**src/rtl/prom_pkg.sv**
```systemverilog
package prom_pkg;

    localparam int unsigned HALF_BYTES = 128;
    localparam int unsigned NUM_SECT   = 7;
    localparam int unsigned STRAP_W    = 3;
    localparam logic [3:0]  ADDR_PREFIX = 4'b1010;

    // last offset of each image section, ascending
    localparam int unsigned SECT_LAST [NUM_SECT] = '{13, 21, 36, 49, 55, 111, 127};

    typedef enum logic [3:0] {
        ST_IDLE,
        ST_ADDR,
        ST_ACK_ADDR,
        ST_OFFSET,
        ST_ACK_OFFSET,
        ST_WDATA,
        ST_ACK_WDATA,
        ST_RDATA,
        ST_MACK,
        ST_IGNORE
    } bus_state_e;

    function automatic logic is_sect_last(input int unsigned pos);
        logic hit;
        hit = 1'b0;
        for (int k = 0; k < NUM_SECT; k++) begin
            if (SECT_LAST[k] == pos) hit = 1'b1;
        end
        return hit;
    endfunction

    // image: size field 0080h at 01h/02h, seeded filler, closing checksum per section
    function automatic logic [HALF_BYTES*8-1:0] build_image(input logic [7:0] seed);
        logic [HALF_BYTES*8-1:0] img;
        logic [7:0] run;
        logic [7:0] b;
        img = '0;
        run = 8'h00;
        for (int i = 0; i < HALF_BYTES; i++) begin
            if (i == 1)                  b = 8'h00;
            else if (i == 2)             b = 8'h80;
            else if (is_sect_last(i))    b = 8'h00 - run;
            else                         b = 8'(i * 29) + seed;
            img[i*8 +: 8] = b;
            if (is_sect_last(i)) run = 8'h00;
            else                 run = run + b;
        end
        return img;
    endfunction

endpackage

```
**src/rtl/prom_bus_sync.sv**
```systemverilog
module prom_bus_sync #(
    parameter int unsigned STAGES = 2
) (
    input  logic clk,
    input  logic rst_n,
    input  logic scl_i,
    input  logic sda_i,
    output logic scl_q,
    output logic sda_q,
    output logic scl_rise,
    output logic scl_fall,
    output logic start_ev,
    output logic stop_ev
);
    logic [STAGES-1:0] scl_sh;
    logic [STAGES-1:0] sda_sh;
    logic              scl_d;
    logic              sda_d;

    generate
        if (STAGES == 1) begin : g_one
            always_ff @(posedge clk) begin
                if (!rst_n) begin
                    scl_sh <= '1;
                    sda_sh <= '1;
                end else begin
                    scl_sh <= scl_i;
                    sda_sh <= sda_i;
                end
            end
        end else begin : g_many
            always_ff @(posedge clk) begin
                if (!rst_n) begin
                    scl_sh <= '1;
                    sda_sh <= '1;
                end else begin
                    scl_sh <= {scl_sh[STAGES-2:0], scl_i};
                    sda_sh <= {sda_sh[STAGES-2:0], sda_i};
                end
            end
        end
    endgenerate

    always_ff @(posedge clk) begin
        if (!rst_n) begin
            scl_d <= 1'b1;
            sda_d <= 1'b1;
        end else begin
            scl_d <= scl_sh[STAGES-1];
            sda_d <= sda_sh[STAGES-1];
        end
    end

    always_comb begin
        scl_q    = scl_sh[STAGES-1];
        sda_q    = sda_sh[STAGES-1];
        scl_rise = scl_q & ~scl_d;
        scl_fall = ~scl_q & scl_d;
        start_ev = scl_q & scl_d & sda_d & ~sda_q;
        stop_ev  = scl_q & scl_d & ~sda_d & sda_q;
    end

endmodule

```
**src/rtl/prom_store.sv**
```systemverilog
module prom_store
    import prom_pkg::*;
#(
    parameter logic [7:0] SEED = 8'h3B
) (
    input  logic       clk,
    input  logic       rst_n,
    input  logic       wr_req_i,
    input  logic       wp_i,
    input  logic [7:0] addr_i,
    input  logic [7:0] wdata_i,
    output logic [7:0] rdata_o
);
    localparam int unsigned AW = $clog2(HALF_BYTES);
    localparam logic [HALF_BYTES*8-1:0] IMG = build_image(SEED);

    logic [7:0] scratch [HALF_BYTES];
    logic       wr_ok;

    always_comb wr_ok = wr_req_i && addr_i[AW] && !wp_i;

    always_ff @(posedge clk) begin
        if (!rst_n) begin
            for (int i = 0; i < HALF_BYTES; i++) scratch[i] <= 8'h00;
        end else if (wr_ok) begin
            scratch[addr_i[AW-1:0]] <= wdata_i;
        end
    end

    always_comb begin
        if (addr_i[AW]) rdata_o = scratch[addr_i[AW-1:0]];
        else            rdata_o = IMG[{addr_i[AW-1:0], 3'b000} +: 8];
    end

    assert_scratch_store_R2: assert property (@(posedge clk) disable iff (!rst_n)
        (wr_req_i && !wp_i && addr_i[AW]) |=>
        (scratch[$past(addr_i[AW-1:0])] == $past(wdata_i)));

    assert_wp_blocks_R3: assert property (@(posedge clk) disable iff (!rst_n)
        (wr_req_i && wp_i && addr_i[AW]) |=>
        (scratch[$past(addr_i[AW-1:0])] == $past(scratch[addr_i[AW-1:0]])));

endmodule

```
**src/rtl/prom_csum_scan.sv**
```systemverilog
module prom_csum_scan
    import prom_pkg::*;
#(
    parameter logic [7:0] SEED = 8'h3B
) (
    input  logic                clk,
    input  logic                rst_n,
    output logic [NUM_SECT-1:0] sect_ok_o,
    output logic                done_o
);
    localparam int unsigned IW = $clog2(HALF_BYTES);
    localparam int unsigned SW = $clog2(NUM_SECT);
    localparam logic [HALF_BYTES*8-1:0] IMG = build_image(SEED);

    typedef enum logic {SC_RUN, SC_DONE} scan_e;

    scan_e              st;
    logic [IW-1:0]      idx;
    logic [SW-1:0]      sect;
    logic [7:0]         acc;
    logic [NUM_SECT-1:0] ok_q;
    logic [7:0]         cur;
    logic [7:0]         sum;

    always_comb begin
        cur = IMG[{idx, 3'b000} +: 8];
        sum = acc + cur;
    end

    always_ff @(posedge clk) begin
        if (!rst_n) begin
            st   <= SC_RUN;
            idx  <= '0;
            sect <= '0;
            acc  <= 8'h00;
            ok_q <= '0;
        end else begin
            unique case (st)
                SC_RUN: begin
                    if (is_sect_last(int'(idx))) begin
                        ok_q[sect] <= (sum == 8'h00);
                        acc        <= 8'h00;
                        sect       <= sect + 1'b1;
                    end else begin
                        acc <= sum;
                    end
                    if (idx == IW'(HALF_BYTES - 1)) st <= SC_DONE;
                    else                            idx <= idx + 1'b1;
                end
                SC_DONE: st <= SC_DONE;
                default: st <= SC_DONE;
            endcase
        end
    end

    always_comb begin
        done_o    = (st == SC_DONE);
        sect_ok_o = ok_q;
    end

    assert_done_sticky_R8: assert property (@(posedge clk) disable iff (!rst_n)
        done_o |=> done_o);

    assert_done_after_last_R8: assert property (@(posedge clk) disable iff (!rst_n)
        $rose(done_o) |-> (idx == IW'(HALF_BYTES - 1)));

endmodule

```
**src/rtl/smbus_prom_slave.sv**
```systemverilog
module smbus_prom_slave #(
    parameter logic [7:0]  ROM_SEED    = 8'h3B,
    parameter int unsigned SYNC_STAGES = 2
) (
    input  logic                              clk,
    input  logic                              rst_n,
    input  logic                              scl_i,
    input  logic                              sda_i,
    input  logic [prom_pkg::STRAP_W-1:0]      strap_i,
    input  logic                              wp_i,
    output logic                              sda_oe_o,
    output logic [prom_pkg::NUM_SECT-1:0]     sect_ok_o,
    output logic                              scan_done_o
);
    import prom_pkg::*;

    logic scl_q, sda_q, ev_rise, ev_fall, ev_start, ev_stop;

    bus_state_e state;
    logic [2:0] cnt;
    logic       byte_done;
    logic [7:0] sh;
    logic [7:0] offset;
    logic [7:0] tx;
    logic       rw;
    logic [7:0] rdata;
    logic       wr_req;
    logic       addr_hit;

    prom_bus_sync #(.STAGES(SYNC_STAGES)) u_sync (
        .clk      (clk),
        .rst_n    (rst_n),
        .scl_i    (scl_i),
        .sda_i    (sda_i),
        .scl_q    (scl_q),
        .sda_q    (sda_q),
        .scl_rise (ev_rise),
        .scl_fall (ev_fall),
        .start_ev (ev_start),
        .stop_ev  (ev_stop)
    );

    prom_store #(.SEED(ROM_SEED)) u_store (
        .clk      (clk),
        .rst_n    (rst_n),
        .wr_req_i (wr_req),
        .wp_i     (wp_i),
        .addr_i   (offset),
        .wdata_i  (sh),
        .rdata_o  (rdata)
    );

    prom_csum_scan #(.SEED(ROM_SEED)) u_scan (
        .clk       (clk),
        .rst_n     (rst_n),
        .sect_ok_o (sect_ok_o),
        .done_o    (scan_done_o)
    );

    always_comb addr_hit = (sh[7:1] == {ADDR_PREFIX, strap_i});

    // state register and byte datapath
    always_ff @(posedge clk) begin
        if (!rst_n) begin
            state     <= ST_IDLE;
            cnt       <= 3'd0;
            byte_done <= 1'b0;
            sh        <= 8'h00;
            offset    <= 8'h00;
            tx        <= 8'h00;
            rw        <= 1'b0;
        end else if (ev_start) begin
            state     <= ST_ADDR;
            cnt       <= 3'd0;
            byte_done <= 1'b0;
            sh        <= 8'h00;
        end else if (ev_stop) begin
            state     <= ST_IDLE;
            byte_done <= 1'b0;
        end else begin
            unique case (state)
                ST_IDLE, ST_IGNORE: begin
                    byte_done <= 1'b0;
                end
                ST_ADDR, ST_OFFSET, ST_WDATA: begin
                    if (ev_rise) begin
                        sh  <= {sh[6:0], sda_q};
                        cnt <= cnt + 1'b1;
                        if (cnt == 3'd7) byte_done <= 1'b1;
                    end else if (ev_fall && byte_done) begin
                        byte_done <= 1'b0;
                        if (state == ST_ADDR) begin
                            if (addr_hit) begin
                                rw    <= sh[0];
                                state <= ST_ACK_ADDR;
                            end else begin
                                state <= ST_IGNORE;
                            end
                        end else if (state == ST_OFFSET) begin
                            offset <= sh;
                            state  <= ST_ACK_OFFSET;
                        end else begin
                            state  <= ST_ACK_WDATA;
                        end
                    end
                end
                ST_ACK_ADDR: begin
                    if (ev_fall) begin
                        cnt <= 3'd0;
                        if (rw) begin
                            tx    <= rdata;
                            state <= ST_RDATA;
                        end else begin
                            state <= ST_OFFSET;
                        end
                    end
                end
                ST_ACK_OFFSET: begin
                    if (ev_fall) begin
                        cnt   <= 3'd0;
                        state <= ST_WDATA;
                    end
                end
                ST_ACK_WDATA: begin
                    if (ev_fall) state <= ST_IGNORE;
                end
                ST_RDATA: begin
                    if (ev_rise) begin
                        cnt <= cnt + 1'b1;
                        if (cnt == 3'd7) byte_done <= 1'b1;
                    end else if (ev_fall) begin
                        if (byte_done) begin
                            byte_done <= 1'b0;
                            state     <= ST_MACK;
                        end else begin
                            tx <= {tx[6:0], 1'b0};
                        end
                    end
                end
                ST_MACK: begin
                    if (ev_rise) state <= ST_IGNORE;
                end
                default: state <= ST_IDLE;
            endcase
        end
    end

    // outputs
    always_comb begin
        sda_oe_o = 1'b0;
        wr_req   = 1'b0;
        unique case (state)
            ST_ACK_ADDR, ST_ACK_OFFSET, ST_ACK_WDATA: sda_oe_o = 1'b1;
            ST_RDATA:  sda_oe_o = ~tx[7];
            ST_WDATA:  wr_req   = ev_fall && byte_done && !ev_start && !ev_stop;
            default:   sda_oe_o = 1'b0;
        endcase
    end

    assert_sda_quiet_scl_high_R10: assert property (@(posedge clk) disable iff (!rst_n)
        (scl_q && $past(scl_q)) |-> $stable(sda_oe_o));

    assert_foreign_released_R1: assert property (@(posedge clk) disable iff (!rst_n)
        (state == ST_ADDR && ev_fall && byte_done && !addr_hit) |=>
        (state == ST_IGNORE && !sda_oe_o));

    assert_read_single_byte_R5: assert property (@(posedge clk) disable iff (!rst_n)
        (state == ST_MACK && ev_rise) |=> (state == ST_IGNORE && !sda_oe_o));

endmodule

```
**config.mk**
```make
export PLATFORM = sky130hd
export DESIGN_NAME = smbus_prom_slave
export DESIGN_NICKNAME = d
export VERILOG_FILES = /design/src/rtl/prom_pkg.sv /design/src/rtl/prom_bus_sync.sv /design/src/rtl/prom_store.sv /design/src/rtl/prom_csum_scan.sv /design/src/rtl/smbus_prom_slave.sv
export SDC_FILE = /design/constraint.sdc
export NUM_CORES = 2
export LEC_CHECK = 0
export ABC_AREA = 1
export BUFFER_PORTS_ARGS = -buffer_cell sky130_fd_sc_hd__buf_2
export CORE_MARGIN = 2
export CORE_UTILIZATION = 25
export CTS_BUF_LIST = sky130_fd_sc_hd__clkbuf_16
export DETAILED_ROUTE_END_ITERATION = 8
export PLACE_DENSITY_LB_ADDON = 0.3
export RECOVER_POWER = 25
export SLEW_MARGIN = 20
export SYNTH_ARGS = -nofsm -noshare
export SYNTH_HDL_FRONTEND = slang
export SYNTH_HIERARCHICAL = 1
export SYNTH_SLANG_ARGS = --single-unit
export TNS_END_PERCENT = 30
```
**constraint.sdc**
```tcl
create_clock -name clk -period 8.9 [get_ports clk]
set_input_delay 1.78 -clock clk [delete_from_list [all_inputs] [get_ports clk]]
set_output_delay 1.78 -clock clk [all_outputs]
set_load 0.05 [all_outputs]
```
==> summary.txt <==
Total grt overflow - 0
Logic pwr share - 4.8%
HPWL after detailed placement - 103500 um
Layout cells sized above 1 - 5.109%
Num Clock Sinks - 1089
Footprint of the multi-input gates - 0.01746 mm2
Clock skew - 0.04175 ns
Post-Layout Inst Area - 0.05841 mm2
P_sw - 2.541 mW
Outcome - complete, but fails checks
Setup repair bufs after CTS - 0
Max Cap Viol - 7
Library cells used by synthesis - 50
Clk pwr share - 41.7%
Post-CTS sizing - 0
Root Buffer - clkbuf_16
Deepest clock path buffer count - 3
Wire per inst - 19.95 um
Vias in the first global route - 39118
Switching Share - 22.91%
Post-synth EDFFs - 1024
Post-synth top cells - 1700 x nand2_1, 1439 x nor2_1, 1024 x edfxtp_1, 346 x nand3_1, 298 x inv_1
Total power - 11.09 mW
Post-Syn Nets - 5936
Flop pwr share - 53.5%
Vias - 40831
CP Class - reg -> reg
Setup tns final - 0 ns
Mapped Area - 0.05227 mm2
Worst-Margin Slew - 3.488 ns
Syn Inst Count - 5898
Sequential area share after synthesis - 61.32%
Largest net degree at the start of global routing - 165
CORE AREA - 0.2075 mm2
DP Area - 0.05493 mm2
CP Launch Type - flop
CP Data Required Time - 9.29 ns
DRC - 0
Synth area leaders - edfxtp_1 59%, nand2_1 12%, nor2_1 10%, nand3_1 3.3%, dfxtp_1 2.5%
Failing checks - capacitance limit, slew limit
Setup violations, final - 0
FFs w/ async S/R, synth - 0%
Power per standard cell area - 189.9 mW/mm2
DIE AREA - 0.2128 mm2
Area growth from synthesis to layout - 11.75%
Worst-path clk slew - 0.06 ns
CTS tree - yes
Count leader, synth - nand2_1
Worst path arrival time - 6.29 ns
Yosys top cell by area - edfxtp_1
Max VDD drop - 0.0001568 V
Fin. Hold Viols - 0
Slew headroom - -132.5%
Hold-fix buffers, CTS - 0
Leak pwr - 20.69 nW
Number of CTS-inserted buffers - 118
Ports - 17
Worst-Skew Late Latency - 0.75 ns
Slew Viols, Final - 135
Die height - 461.3 um
Fin crit period - 5.901 ns
Maximum clock frequency - 169.5 MHz
Port Buf Inserts - 16
H-tree level count - 3
Unrepaired setup endpoints after global routing - false
1st-pass router iterations - 6
Cell-internal power - 8.552 mW
DR vias/cell - 4.735
Storage cell area - 0.03207 mm2
Mean Syn Cell Area - 8.862 um2
Number of cell rows - 167
Gpl congestion - 0.9011
Fill count - 21967
Initial core utilization - 25.19%
Nets - 5767
First-pass GRT wire length - 255700 um
Final period util - 66.31%
Yosys warns - 6
Initial antenna violation count - 2
Register bit count reported by yosys - 1089
Primary FF master, synth - edfxtp_1
Total wire length - 172000 um
Remaining antenna violation count - 0
HP Class - reg -> reg
Synth top area share - 58.83%
All-Layer GR Usage - 15.89%
Crit end category - flop
Die Width - 461.3 um
Initial DRC count - 3989
CP Max Fanout - 14
[power groups by stage]
stage | logic [mW] | clock network (mW) | registers [mW]
final | 0.536 | 4.62 | 5.93
after floorplan | 0.392 | 0 | 6.00
after CTS | 0.537 | 4.73 | 5.93
after global routing | 0.608 | 4.90 | 5.96
after global placement | 0.532 | 0 | 6.04
after detailed placement | 0.535 | 0 | 6.04
[area by class of cell]
cell class	count	share of cell area (%)
diodes	2	0.008568
clock inverters	104	1.073
inverters	316	2.129
multi-input cells	4130	29.90
clock buffers	120	5.141
flip-flops and latches	1089	54.90
well taps	2788	5.972
repair buffers	74	0.8804
[flip-flops by register name, indices dropped and copies added (netlist names)]
register          flops
offset                8
u_sync/sda_sh         2
tx                    8
u_scan/done_o         1
u_sync/scl_sh         2
state                 4
cnt                   3
u_scan/acc            8
u_scan/sect_ok_o      7
byte_done             1
u_sync/sda_d          1
u_scan/sect           3
sh                    8
u_scan/idx            7
u_store/scratch    1024
u_sync/scl_d          1
rw                    1
[layout by cell type (no fill, tap or decap), drive strengths merged, types with 4 or more instances in the layout]
cell / instances
clkbuf: 134
nor3: 19
bufinv: 4
nand2: 1715
nand3: 353
clkinv: 65
a21oi: 206
a211oi: 4
edfxtp: 1024
dfxtp: 65
o221ai: 5
o21ai: 197
nand4: 39
nor2: 1453
o211ai: 57
a31oi: 19
ha: 29
buf: 60
inv: 349
[cells by family (layout without fill, tap and decap cells)]
| family | count (synthesis) | in the layout | synth area share (%) |
|---|---|---|---|
| AOI/OAI and AO/OA | 506 | 506 | 5.367 |
| DFF | 1089 | 1089 | 61.32 |
| other | 0 | 2 | 0 |
| adders and majority gates | 30 | 30 | 0.7325 |
| and+or+nand+nor | 3589 | 3589 | 27.32 |
| xor gates and xnor gates | 5 | 5 | 0.08380 |
| buffers and inverters | 679 | 614 | 5.178 |
[final timing paths]
kind               startpoint                      end  slack (ns)  cells past startpoint
max              u_sync/scl_d  u_store/scratch[106][0]        3.00                      9
min reg2reg  u_sync/sda_sh[0]         u_sync/sda_sh[1]        0.40                      2
min          u_sync/sda_sh[0]         u_sync/sda_sh[1]        0.40                      2
max reg2reg      u_sync/scl_d  u_store/scratch[106][0]        3.00                      9
[per-stage QoR]
stage | setup WS (ns) | util, % | cells | hold WS [ns]
detailed placement | 3.980 | 26.47 | 8397 | 0.3950
CTS | 4.296 | 28.22 | 8621 | 0.4051
global placement | 4.030 | 26.47 | 8397 | 0.3935
global route | 2.728 | 28.15 | 8622 | 0.4274
finish | 2.999 | 28.15 | 8623 | 0.4009
floorplan | 5.504 | - | 5898 | 0.3795
[worst max-delay path, stage by stage, from the launching register on]
cell,delay [ns]
dfxtp_1,0.34
inv_1,0.04
nor2_1,0.26
nand2_1,0.16
nor4_1,0.78
nand3_1,0.58
nor3_1,0.35
clkbuf_1,1.82
nand2_1,0.68
nand2_1,0.52
[routing by layer]
layer	track usage, %	wire length [um]	up-vias	share of wire (%)
met4	5.145	4780	2	2.8
met2	26.35	81750	1485	48
met3	2.172	11790	255	6.9
met1	21.32	73660	20016	43
met5	0	18	-	0.010
li1	-	-	19073	-
(Power assumes the default switching activity.)
